--- src/rtl/tokring_median.sv ---
`timescale 1ns/1ps
module tokring_median #(
  parameter int N = 7,
  parameter int W = 12
) (
  input  logic         clk,
  input  logic         rst,
  input  logic         in_valid,
  input  logic [W-1:0] in_sample,
  output logic         out_valid,
  output logic [W-1:0] out_median
);
  localparam int RW = (N > 1) ? $clog2(N) : 1;
  localparam logic [RW-1:0] MIDR = RW'((N - 1) / 2);

  logic [W-1:0]  data_q [N];
  logic [RW-1:0] rank_q [N];
  logic [N-1:0]  tok_q;

  logic [W-1:0]  data_d [N];
  logic [RW-1:0] rank_d [N];
  logic [N-1:0]  low_mask;
  logic [N-1:0]  below_new;
  logic [RW-1:0] old_rank;
  logic [RW-1:0] new_rank;
  logic [W-1:0]  med_d;

  assign low_mask = tok_q - 1'b1;

  always_comb begin
    old_rank = '0;
    new_rank = '0;
    for (int j = 0; j < N; j++) begin
      if (tok_q[j]) old_rank = old_rank | rank_q[j];
      below_new[j] = !tok_q[j] &&
                     ((data_q[j] < in_sample) || (data_q[j] == in_sample && low_mask[j]));
      new_rank = new_rank + RW'(below_new[j]);
    end
  end

  always_comb begin
    med_d = '0;
    for (int j = 0; j < N; j++) begin
      data_d[j] = tok_q[j] ? in_sample : data_q[j];
      if (tok_q[j])
        rank_d[j] = new_rank;
      else
        rank_d[j] = rank_q[j] - RW'(rank_q[j] > old_rank) + RW'(!below_new[j]);
      if (rank_d[j] == MIDR) med_d = med_d | data_d[j];
    end
  end

  always_ff @(posedge clk) begin
    if (rst) begin
      for (int j = 0; j < N; j++) begin
        data_q[j] <= '0;
        rank_q[j] <= RW'(j);
      end
      tok_q      <= N'(1);
      out_valid  <= 1'b0;
      out_median <= '0;
    end else begin
      out_valid <= in_valid;
      if (in_valid) begin
        for (int j = 0; j < N; j++) begin
          data_q[j] <= data_d[j];
          rank_q[j] <= rank_d[j];
        end
        tok_q      <= {tok_q[N-2:0], tok_q[N-1]};
        out_median <= med_d;
      end
    end
  end

  // pointer stays one-hot, rotates on accept, holds otherwise
  a_r7_tok_onehot: assert property (@(posedge clk) disable iff (rst)
    $countones(tok_q) == 1);
  a_r7_tok_rotate: assert property (@(posedge clk) disable iff (rst)
    in_valid |=> tok_q == {$past(tok_q[N-2:0]), $past(tok_q[N-1])});
  a_r5_tok_hold: assert property (@(posedge clk) disable iff (rst)
    !in_valid |=> $stable(tok_q));

  // valid delayed by one cycle
  a_r2_valid_hi: assert property (@(posedge clk) disable iff (rst)
    in_valid |=> out_valid);
  a_r2_valid_lo: assert property (@(posedge clk) disable iff (rst)
    !in_valid |=> !out_valid);

  // median held on idle cycles
  a_r5_med_hold: assert property (@(posedge clk) disable iff (rst)
    !in_valid |=> $stable(out_median));

  logic [N-1:0] rank_hit [N];
  always_comb begin
    for (int v = 0; v < N; v++)
      for (int j = 0; j < N; j++)
        rank_hit[v][j] = (rank_q[j] == RW'(v));
  end

  for (genvar g = 0; g < N; g++) begin : g_chk
    // only the pointed slot may change
    a_r6_slot_fixed: assert property (@(posedge clk) disable iff (rst)
      !(in_valid && tok_q[g]) |=> $stable(data_q[g]));
    // ranks form a permutation
    a_r4_rank_perm: assert property (@(posedge clk) disable iff (rst)
      $countones(rank_hit[g]) == 1);
  end
endmodule

--- config.mk ---
export PLATFORM = sky130hd
export DESIGN_NAME = tokring_median
export DESIGN_NICKNAME = d
export VERILOG_FILES = /design/src/rtl/tokring_median.sv
export SDC_FILE = /design/constraint.sdc
export NUM_CORES = 1
export LEC_CHECK = 0
export BUFFER_PORTS_ARGS = -buffer_cell sky130_fd_sc_hd__buf_4
export CORE_MARGIN = 2
export CORE_UTILIZATION = 55
export CTS_CLUSTER_DIAMETER = 120
export DETAILED_ROUTE_END_ITERATION = 7
export PLACE_DENSITY = 0.72
export REMOVE_ABC_BUFFERS = 1
export SYNTH_ARGS = -nofsm -noshare
export SYNTH_HDL_FRONTEND = slang
export SYNTH_SLANG_ARGS = --single-unit
--- constraint.sdc ---
create_clock -name clk -period 13 [get_ports clk]
set_clock_uncertainty 0.1 [all_clocks]
set_input_delay 3.25 -clock clk [delete_from_list [all_inputs] [get_ports clk]]
set_output_delay 3.25 -clock clk [all_outputs]
set_load 0.05 [all_outputs]
==> impl_metrics.ini <==
[run_status]
status = finished clean

[cts]
clkTransAtPathRegs_ns = 0.06
clockRootBuffer = clkbuf_16
clock_latency_ns = 0.43
cts_buffers = 17
htree_num_levels = 4
clock-sinks = 125
cts_tree = done
clockBufferDepth = 2
ctsHoldBuffers = 0
ctsResizeCount = 0
postCtsSetupRepairBufs = 0

[min_path]
hold_depth = 2
hold_class = flip-flop to flip-flop
min_from = out_median[7]
worst_hold_path.endpoint = out_median[7]

[timing]
max_freq_mhz = 110
timing.final.crit_share = 0.699
fin_setup_tns_ns = 0
rsz0062_at_grt = false
fin_crit_ns = 9.08
slew_headroom = 0.267
finalHoldViolCount = 0
maxSlewViolCount = 0
tightest_slew_ns = 1.10
setup_viol = 0

[power_and_ir_drop]
total_power_mw = 1.63
p_per_area_mw_per_mm2 = 163
p_leak_nw = 4.26
peakVddDrop_mv = 0.0983

[route]
drt_first_pass_iters = 5
ant_nets = 0
drt-initial-drc-count = 637
vias = 6996
viasPerCell = 6.29
post-route-drc-count = 0
wl_mm = 24.8
wl_per_cell_um = 22.3

[worst_setup_path]
crit_slowest_cell = fa_1
cp_num_buf_inv = 2
path_depth = 17
timing.rr.start = data_q[1][11]
rr_worst_depth = 15
crit_family = adder cells
r2r_end = out_median[2]
cp-start-kind = input pin
crit_required_ns = 13.20
crit_top_cell = fa_1
crit_path_end_kind = flip-flop
arrival_ns = 9.28
max_stage_delay_ns = 0.83
crit_fanout = 14
cp_cell_sequence = buf_4, inv_1, ha_1, nand2_1, nor4_1, o211ai_1, o211ai_1, a21o_1, fa_1, fa_1, fa_1, fa_1, nor4bb_1, a41oi_2, o22ai_1, nor4_1, nor3_1
r2r_slack_ns = 6.63
critPathKind = input pin to flip-flop

[global_route]
grt_pass1_vias = 6899
grt_max_degree = 80
grt-ovfl-total = 0
grt_usage = 0.285
grt_pass1_wl_mm = 38.4
grt_antenna_before_repair = 0

[finish]
final_common_cell = ha_1
syn_to_final_growth_pct = 9.68
nets = 1027
drive_gt1_frac = 0.0818
layout_common_cells = ha_1 (120), nor2_1 (115), edfxtp_1 (105), mux2i_1 (91), inv_1 (64)
postLayoutCellArea_mm2 = 0.00999
diodes = 0

[synthesis]
synthArstFlopShare = 0
synth_cell_types = 42
netlist_top_cells_area = edfxtp_1 (35%), ha_1 (16%), mux2i_1 (10%)
synth_top_area_cell = edfxtp_1
synth_top_area_frac = 0.346
ys_seq_area_frac = 0.390
avgSynthCellArea_um2 = 10.3
yosysWarningCount = 0
ys.flop_type = edfxtp_1
ys_ff_latch = 125
syn_inst = 884
syn_area_mm2 = 0.00911
synth_edf_count = 105

[place]
io_buffers = 27
place_area_mm2 = 0.00940
dp_hpwl_mm = 16.7
gp_congestion = 0.918

[floorplan]
start_util = 0.555
core_mm2 = 0.0164
die-height_um = 133
fp.dieArea_mm2 = 0.0176
rows = 47
num_io_pins = 28
die_w_um = 133

[job]
maxCapViolations = 0
## worst register-to-register path, delay by kind of cell, from the launching register on
family,cells,cell delay [ns]
fa+ha+maj,5,2.58
compound gates,5,1.70
simple gates,5,1.43
flops,1,0.42
## layout make-up
class	count	area, um2
Fill cell	1357	6410
Multi-Input combinational cell	637	5060
Sequential cell	125	3550
Clock buffer	23	478
Tap cell	220	275
Timing Repair Buffer	36	270
Inverter	64	240
Clock inverter	7	113
## cells in the mapped netlist (5+ instances only)
cell,n
ha_1,120
nor2_1,115
edfxtp_1,105
mux2i_1,91
inv_1,64
nand2_1,46
o22ai_1,37
clkbuf_1,34
a21o_1,32
a21oi_1,31
o21ai_0,27
dfxtp_1,20
buf_2,18
nor4_1,18
nand4_1,13
nor3_1,12
fa_1,11
a31oi_1,9
nor4bb_1,8
a211oi_1,7
nor2b_1,7
xor3_1,7
a22oi_1,6
a41oi_2,6
o211ai_1,6
nand3_1,5
## through the flow
step | utilization | worst slack, ns | instances | hold WS, ns
finish | 0.609 | 3.92 | 1112 | 0.375
global route | 0.609 | 3.78 | 1112 | 0.395
CTS | 0.609 | 4.03 | 1112 | 0.380
detailed placement | 0.573 | 3.61 | 1082 | 0.366
global placement | 0.573 | 3.68 | 1082 | 0.362
floorplan | - | 5.11 | 826 | 0.474
## sequential cells by signal, indices dropped and copies added, names as in the netlist
name	count
tok_q	7
data_q	84
out_valid	1
out_median	12
rank_q	21
## cell families after synthesis
kind of cell / count (synthesis) / share of synthesized area
AOI/OAI and AO/OA: 175 / 0.130
xor gates and xnor gates: 7 / 0.0183
adders and majority gates: 131 / 0.189
buffers and inverters: 122 / 0.0556
DFF: 125 / 0.390
muxes: 91 / 0.100
and+or+nand+nor: 233 / 0.118
## power by group
part	switching (mW)	internal (mW)	total [mW]	leakage, nW
registers	0.0348	0.486	0.520	1.30
clock network	0.171	0.313	0.484	0.289
logic	0.394	0.233	0.627	2.67
## routing by layer
layer	track usage	vias to the layer above	share of wire
met4	0.114	0	0.033
met5	0	-	0
met3	0.0494	54	0.067
met1	0.386	3376	0.44
li1	-	3268	-
met2	0.457	298	0.46
## worst max-delay path by stage
stage	to	start	slack, ns
2_1_floorplan	out_median[10]	in_sample[9]	5.11
6_report	out_median[2]	in_sample[11]	3.92
4_1_cts	out_median[2]	in_sample[11]	4.03
5_1_grt	out_median[8]	in_sample[11]	3.78
3_5_place_dp	out_median[2]	in_sample[11]	3.61
3_3_place_gp	out_median[2]	in_sample[11]	3.68
Note: power is estimated with default switching activity, not from simulation.
